`src/rtl/intagg_pkg.sv`:
```
package intagg_pkg;

    localparam int WORD_W  = 32;
    localparam int MAX_SRC = 64;
    localparam int OFF_W   = 8;

    typedef enum logic [3:0] {
        SEL_NONE,
        SEL_EN_LO,
        SEL_EN_HI,
        SEL_MSK_LO,
        SEL_MSK_HI,
        SEL_RAW_LO,
        SEL_RAW_HI,
        SEL_PND_LO,
        SEL_PND_HI
    } sel_e;

    typedef struct packed {
        logic              wr_stb;
        logic              rd_act;
        sel_e              sel;
        logic [WORD_W-1:0] wdata;
    } bus_req_t;

    function automatic sel_e decode_off(input logic [OFF_W-1:0] a);
        sel_e s;
        case (a)
            8'h00:   s = SEL_EN_LO;
            8'h04:   s = SEL_EN_HI;
            8'h08:   s = SEL_MSK_LO;
            8'h0C:   s = SEL_MSK_HI;
            8'h18:   s = SEL_RAW_LO;
            8'h1C:   s = SEL_RAW_HI;
            8'h30:   s = SEL_PND_LO;
            8'h34:   s = SEL_PND_HI;
            default: s = SEL_NONE;
        endcase
        return s;
    endfunction

    function automatic logic [WORD_W-1:0] pick_word(input logic [MAX_SRC-1:0] v,
                                                    input logic hi);
        return hi ? v[MAX_SRC-1:WORD_W] : v[WORD_W-1:0];
    endfunction

endpackage

```
`src/rtl/intagg_decode.sv`:
```
module intagg_decode
    import intagg_pkg::*;
#(
    parameter int ADDR_W = 8
) (
    input  logic                psel,
    input  logic                penable,
    input  logic                pwrite,
    input  logic [ADDR_W-1:0]   paddr,
    input  logic [WORD_W-1:0]   pwdata,
    output bus_req_t            req
);
    logic              upper_hit;
    logic [OFF_W-1:0]  low_off;

    generate
        if (ADDR_W > OFF_W) begin : g_wide
            assign upper_hit = |paddr[ADDR_W-1:OFF_W];
            assign low_off   = paddr[OFF_W-1:0];
        end else begin : g_narrow
            assign upper_hit = 1'b0;
            assign low_off   = OFF_W'(paddr);
        end
    endgenerate

    always_comb begin
        req.wr_stb = psel && penable && pwrite;
        req.rd_act = psel && !pwrite;
        req.sel    = upper_hit ? SEL_NONE : decode_off(low_off);
        req.wdata  = pwdata;
    end
endmodule

```
`src/rtl/intagg_regs.sv`:
```
module intagg_regs
    import intagg_pkg::*;
#(
    parameter int N = 40
) (
    input  logic          clk,
    input  logic          rst,
    input  bus_req_t      req,
    output logic [N-1:0]  en_q,
    output logic [N-1:0]  msk_q
);
    for (genvar i = 0; i < N; i++) begin : g_bit
        localparam int   WI     = i / WORD_W;
        localparam int   BI     = i % WORD_W;
        localparam sel_e EN_SEL = (WI == 0) ? SEL_EN_LO  : SEL_EN_HI;
        localparam sel_e MK_SEL = (WI == 0) ? SEL_MSK_LO : SEL_MSK_HI;

        logic en_b;
        logic mk_b;

        always_ff @(posedge clk) begin
            if (rst) begin
                en_b <= 1'b0;
                mk_b <= 1'b0;
            end else if (req.wr_stb) begin
                if (req.sel == EN_SEL) en_b <= req.wdata[BI];
                if (req.sel == MK_SEL) mk_b <= req.wdata[BI];
            end
        end

        assign en_q[i]  = en_b;
        assign msk_q[i] = mk_b;
    end
endmodule

```
`src/rtl/intagg_gate.sv`:
```
module intagg_gate #(
    parameter int N = 40
) (
    input  logic          clk,
    input  logic          rst,
    input  logic [N-1:0]  src,
    input  logic [N-1:0]  en,
    input  logic [N-1:0]  msk,
    output logic [N-1:0]  pend,
    output logic          irq_q
);
    assign pend = src & en & ~msk;

    always_ff @(posedge clk) begin
        if (rst) irq_q <= 1'b0;
        else     irq_q <= |pend;
    end
endmodule

```
`src/rtl/intagg_rdmux.sv`:
```
module intagg_rdmux
    import intagg_pkg::*;
(
    input  bus_req_t             req,
    input  logic [MAX_SRC-1:0]   en64,
    input  logic [MAX_SRC-1:0]   msk64,
    input  logic [MAX_SRC-1:0]   raw64,
    input  logic [MAX_SRC-1:0]   pnd64,
    output logic [WORD_W-1:0]    rdata
);
    logic [WORD_W-1:0] word;

    always_comb begin
        case (req.sel)
            SEL_EN_LO:  word = pick_word(en64,  1'b0);
            SEL_EN_HI:  word = pick_word(en64,  1'b1);
            SEL_MSK_LO: word = pick_word(msk64, 1'b0);
            SEL_MSK_HI: word = pick_word(msk64, 1'b1);
            SEL_RAW_LO: word = pick_word(raw64, 1'b0);
            SEL_RAW_HI: word = pick_word(raw64, 1'b1);
            SEL_PND_LO: word = pick_word(pnd64, 1'b0);
            SEL_PND_HI: word = pick_word(pnd64, 1'b1);
            default:    word = '0;
        endcase
        rdata = req.rd_act ? word : '0;
    end
endmodule

```
`src/rtl/intagg_top.sv`:
```
module intagg_top
    import intagg_pkg::*;
#(
    parameter int NUM_SRC = 40,
    parameter int ADDR_W  = 8
) (
    input  logic                clk,
    input  logic                rst,
    input  logic                psel,
    input  logic                penable,
    input  logic                pwrite,
    input  logic [ADDR_W-1:0]   paddr,
    input  logic [31:0]         pwdata,
    output logic [31:0]         prdata,
    output logic                pready,
    output logic                pslverr,
    input  logic [NUM_SRC-1:0]  src_i,
    output logic                irq_o
);
    bus_req_t            req;
    logic [NUM_SRC-1:0]  en_q;
    logic [NUM_SRC-1:0]  msk_q;
    logic [NUM_SRC-1:0]  pend;
    logic [MAX_SRC-1:0]  en64, msk64, raw64, pnd64;

    intagg_decode #(.ADDR_W(ADDR_W)) u_dec (
        .psel    (psel),
        .penable (penable),
        .pwrite  (pwrite),
        .paddr   (paddr),
        .pwdata  (pwdata),
        .req     (req)
    );

    intagg_regs #(.N(NUM_SRC)) u_regs (
        .clk   (clk),
        .rst   (rst),
        .req   (req),
        .en_q  (en_q),
        .msk_q (msk_q)
    );

    intagg_gate #(.N(NUM_SRC)) u_gate (
        .clk   (clk),
        .rst   (rst),
        .src   (src_i),
        .en    (en_q),
        .msk   (msk_q),
        .pend  (pend),
        .irq_q (irq_o)
    );

    assign en64  = MAX_SRC'(en_q);
    assign msk64 = MAX_SRC'(msk_q);
    assign raw64 = MAX_SRC'(src_i);
    assign pnd64 = MAX_SRC'(pend);

    intagg_rdmux u_rd (
        .req   (req),
        .en64  (en64),
        .msk64 (msk64),
        .raw64 (raw64),
        .pnd64 (pnd64),
        .rdata (prdata)
    );

    assign pready  = 1'b1;
    assign pslverr = 1'b0;
endmodule

```
`config.mk`:
```
export PLATFORM = sky130hd
export DESIGN_NAME = intagg_top
export DESIGN_NICKNAME = d
export VERILOG_FILES = /design/src/rtl/intagg_pkg.sv /design/src/rtl/intagg_decode.sv /design/src/rtl/intagg_regs.sv /design/src/rtl/intagg_gate.sv /design/src/rtl/intagg_rdmux.sv /design/src/rtl/intagg_top.sv
export SDC_FILE = /design/constraint.sdc
export NUM_CORES = 1
export LEC_CHECK = 0
export ABC_CLOCK_PERIOD_IN_PS = 4250
export BUFFER_PORTS_ARGS = -buffer_cell sky130_fd_sc_hd__clkbuf_2
export CAP_MARGIN = 20
export CORE_UTILIZATION = 40
export CTS_CLUSTER_SIZE = 8
export DETAILED_ROUTE_END_ITERATION = 12
export PLACE_DENSITY = 0.68
export SLEW_MARGIN = 20
export SYNTH_ARGS = -nofsm -noshare
export SYNTH_HDL_FRONTEND = slang
export SYNTH_HIERARCHICAL = 1
export SYNTH_SLANG_ARGS = --single-unit
```
`constraint.sdc`:
```
create_clock -name clk -period 4.25 [get_ports clk]
set_input_delay 0.425 -clock clk [delete_from_list [all_inputs] [get_ports clk]]
set_output_delay 0.425 -clock clk [all_outputs]
set_load 0.02 [all_outputs]
```
# After elaboration in Yosys (flattened, before gate mapping)
# Cells that the tools add are included.
[classes]
reduce_logical = 10
eq_ne = 15
n_mux = 3
bitwise = 3
[op_table]
columns = ["op", "count"]
rows = [
  ["$pmux 32 s8", 1],
  ["$and 40x40->40", 2],
  ["$not 40->40", 1],
  ["$reduce_or 40->1", 1],
  ["$mux 32", 1],
  ["$pmux 4 s8", 1],
  ["$eq 4x3->1 const B", 4],
  ["$eq 8x4->1 const B", 2],
  ["$eq 8x5->1 const B", 2],
  ["$eq 8x6->1 const B", 2],
  ["$eq 4x2->1 const B", 2],
  ["$eq 8x3->1 const B", 1],
  ["$logic_not 8->1", 1],
  ["$reduce_and 2->1", 4],
  ["$eq 4x1->1 const B", 1],
  ["$eq 4x4->1 const B", 1],
  ["$logic_and 1x1->1", 3],
  ["$logic_not 1->1", 1],
]
[word_totals]
wordCells = 112
ff_bits = 81
output_inout_bits = 35
input_bits = 85

# Longest topological paths before layout
[logic_depth]
word_depth = 5
mapped_depth = 9
mapped_depth_nobuf = 6

# By module
# Netlist, hierarchy kept.
[modules_own_cells]
columns = ["module", "area_each_um2", "cells_per_inst", "seq_area_each_um2", "n_inst"]
rows = [
  ["intagg_regs", 3920.0, 379, 1601.5, 1],
  ["intagg_rdmux", 2904.0, 355, 0.0, 1],
  ["intagg_gate", 528.0, 94, 20.0, 1],
  ["intagg_decode", 362.8, 50, 0.0, 1],
  ["intagg_top", 22.5, 4, 0.0, 1],
]

# Worst setup path before layout
# Ideal clock, no wire load.
[synth_path]
path_type = "input -> output"
from = "input paddr[1]"
to = "output prdata[0]"
t_required_ps = 3825
path_slack_ps = 1285
arrival_time_ps = 2540
stages = 8
n_path_buf = 3
cell_sequence = "or4_4 > a21oi_1 > buf_6 > and4b_1 > clkbuf_1 > buf_2 > a22oi_1 > a41oi_1"
[synth_rtl]
columns = ["item", "line", "rtl"]
rows = [
  ["start, declared", "intagg_top.sv:12", "input logic [ADDR_W-1:0] paddr,"],
  ["end, declared", "intagg_top.sv:14", "output logic [31:0] prdata,"],
]

==> flow_summary.yaml <==
final_layout:
  multi_input_area_mm2: 0.005049
  register_area_mm2: 0.001622
  layout_common_cells: "129 x and3b_1, 116 x clkbuf_2, 113 x nand2b_1"
  n_fill_cell: 1868
  drive_gt1_share_pct: 20.87
  synthToLayoutAreaGrowth_pct: 5.886
  utilization_pct: 43.51
  layout_commonest_cell: "and3b_1"
  num_antenna_cells: 0
  nNetsFinal: 1024
clocking:
  cts_made_buffers: 9
  cts_resized: 0
  cts_tree: "done"
  clock-sinks: 81
  cts.clk_slew.worst_paths_ns: 0.06
  insertion_delay_ns: 0.35
  ctsHoldBuffers: 0
  cts_setup_buffers: 0
  cts_buffer_depth: 2
  htreeDepth: 3
  cts-root-buf: "clkbuf_16"
power_and_ir_drop:
  fin_total_pwr_mw: 1.796
  powerDensity_mw_per_mm2: 219.2
  peakVddDrop_v: 0.0001712
  p_leak_nw: 3.894
timing:
  worst_pin_slew_ns: 0.9445
  slew_violations: 0
  setup_viol: 0
  finalClockSkew_ns: 0.005773
  rsz0062_at_grt: "false"
  relSlewSlack_pct: 37.03
  fin_crit_ns: 3.719
  report.final.hold_viol_count: 0
  finalCritPeriodShare_pct: 87.50
  max_freq_mhz: 268.9
  fin_tns_setup_ns: 0
floorplan:
  die_y_um: 141.1
  rows: 50
  dieArea_mm2: 0.01990
  core_area_mm2: 0.01883
  num_io_pins: 120
  start_util_pct: 41.09
  die_x_um: 141.1
worst_setup_path:
  crit_path_max_fanout: 48
  regToRegEndpoint: "u_gate/irq_q"
  reg2reg_depth: 4
  startpoint_type: "input pin"
  ff2ff_setup_slack_ns: 2.62
  r2r-start: "u_regs/g_bit[18].mk_b"
  critPathCaptureType: "primary output"
  crit_path_start: "paddr[1]"
  arrival_ns: 3.29
  crit_required_ns: 3.83
  crit_type: "in2out"
min_path:
  min_path_type: "in2reg"
  hold_depth: 3
  hp-start: "pwdata[14]"
  min_to: "u_regs/g_bit[14].en_b"
global_routing:
  overflow: 0
  grt_pass1_wl_um: 31400
  grt_max_degree: 80
  grt_pass1_vias: 5945
  grt_usage_pct: 20.13
  antenna_found_initial: 0
yosys:
  syn_inst: 882
  syn_area_per_cell_um2: 8.773
  yosysSeqAreaShare_pct: 20.96
  syn_area_mm2: 0.007737
  synth_cell_types: 42
  ys_ff_latch: 81
  yosysWarnings: 6
placed_design:
  place_hpwl_um: 13240
  gp_congestion: 0.7806
  port_buffers: 117
outcome:
  status: "finished, final reports clean"
detailed_routing:
  drt-pass1-iter-count: 5
  drt.antenna.violating_nets: 0
  vias: 6139
  drtIter0Drc: 320
  vias_per_cell: 5.099
  drc: 0
  wl_per_cell_um: 16.14
  routed_wl_um: 19430
job:
  max_cap_viol_count: 0
cell usage after synthesis, drive strengths merged:
master / n / share of area (%)
a211o: 1 / 0.11
a21oi: 2 / 0.13
a22oi: 62 / 6.0
a31oi: 1 / 0.081
a41oi: 33 / 6.6
and2b: 1 / 0.097
and3: 2 / 0.16
and3b: 129 / 15
and4b: 1 / 0.13
and4bb: 2 / 0.32
buf: 151 / 15
clkbuf: 36 / 1.7
conb: 2 / 0.097
dfxtp: 81 / 21
inv: 33 / 1.6
mux2i: 81 / 10
nand2: 11 / 0.53
nand2b: 113 / 9.1
nand3: 3 / 0.36
nand3b: 34 / 3.3
nand4: 8 / 0.65
nand4b: 1 / 0.19
nor2: 11 / 0.57
nor2b: 2 / 0.26
nor3: 2 / 0.26
nor3b: 1 / 0.097
nor4: 4 / 0.32
nor4b: 2 / 0.61
o21ai: 65 / 4.2
o31ai: 1 / 0.27
or3: 2 / 0.16
or4: 2 / 0.29
xnor2: 2 / 0.23
cells by family (layout without fill, tap and decap cells):
family	count (synthesis)	in the layout	synth area share [%]
other cells	2	98	0.09706
buf+inv	220	186	18.68
xor+xnor	2	2	0.2264
compound gates	165	165	17.46
flops	81	81	20.96
simple gates	331	331	32.10
mux	81	81	10.48
final cells by class:
cell class              count  area share, %
clock buffers              11          3.085
inverters                  33          1.512
clock inverters             5          1.038
repair buffers            137          8.980
well taps                 260          3.971
multi-input cells         677          61.62
flip-flops and latches     81          19.79
flip-flops by register name, indices dropped and copies added (netlist names):
register,cells
u_gate/irq_q,1
u_regs/g_bit.en_b,40
u_regs/g_bit.mk_b,40
where the power goes:
group          leakage (nW)  switching (mW)  internal (mW)
registers             0.652        0.000554          0.760
clock network         0.163           0.337          0.551
logic                  3.08          0.0822         0.0649
total                  3.89           0.420           1.38
metrics by stage:
stage	area, um2	worst slack (ns)	cells	hold WS [ns]
after global placement	7855	0.6224	1188	0.4721
after global routing	8193	0.3621	1204	0.3590
final	8193	0.5313	1204	0.3446
after detailed placement	7855	0.5874	1188	0.4762
after CTS	8193	0.5864	1204	0.3430
after floorplan	8098	1.285	978	0.4490
worst max-delay path: stages:
cell	delay [ns]
clkbuf_2	0.08
or4_4	0.58
nor3_4	0.52
buf_4	0.44
buf_4	0.42
and3b_1	0.21
o21ai_0	0.07
a41oi_1	0.30
clkbuf_2	0.23
routing by layer:
metal | part of all wire, % | wire length [um] | track usage [%] | up-vias
li1 | - | - | - | 3071
met1 | 47 | 9094 | 26.57 | 2917
met2 | 48 | 9271 | 34.24 | 136
met3 | 4.4 | 853 | 3.057 | 15
met4 | 1.1 | 214 | 4.863 | 0
met5 | 0 | 0 | 0 | -
worst max-delay path by stage:
stage                 endpoint  slack [ns]
global route        prdata[31]        0.36
finish              prdata[31]        0.53
global placement    prdata[31]        0.62
CTS                 prdata[31]        0.59
floorplan            prdata[0]        1.28
detailed placement  prdata[31]        0.59
Power figures use the tool's default switching activity.
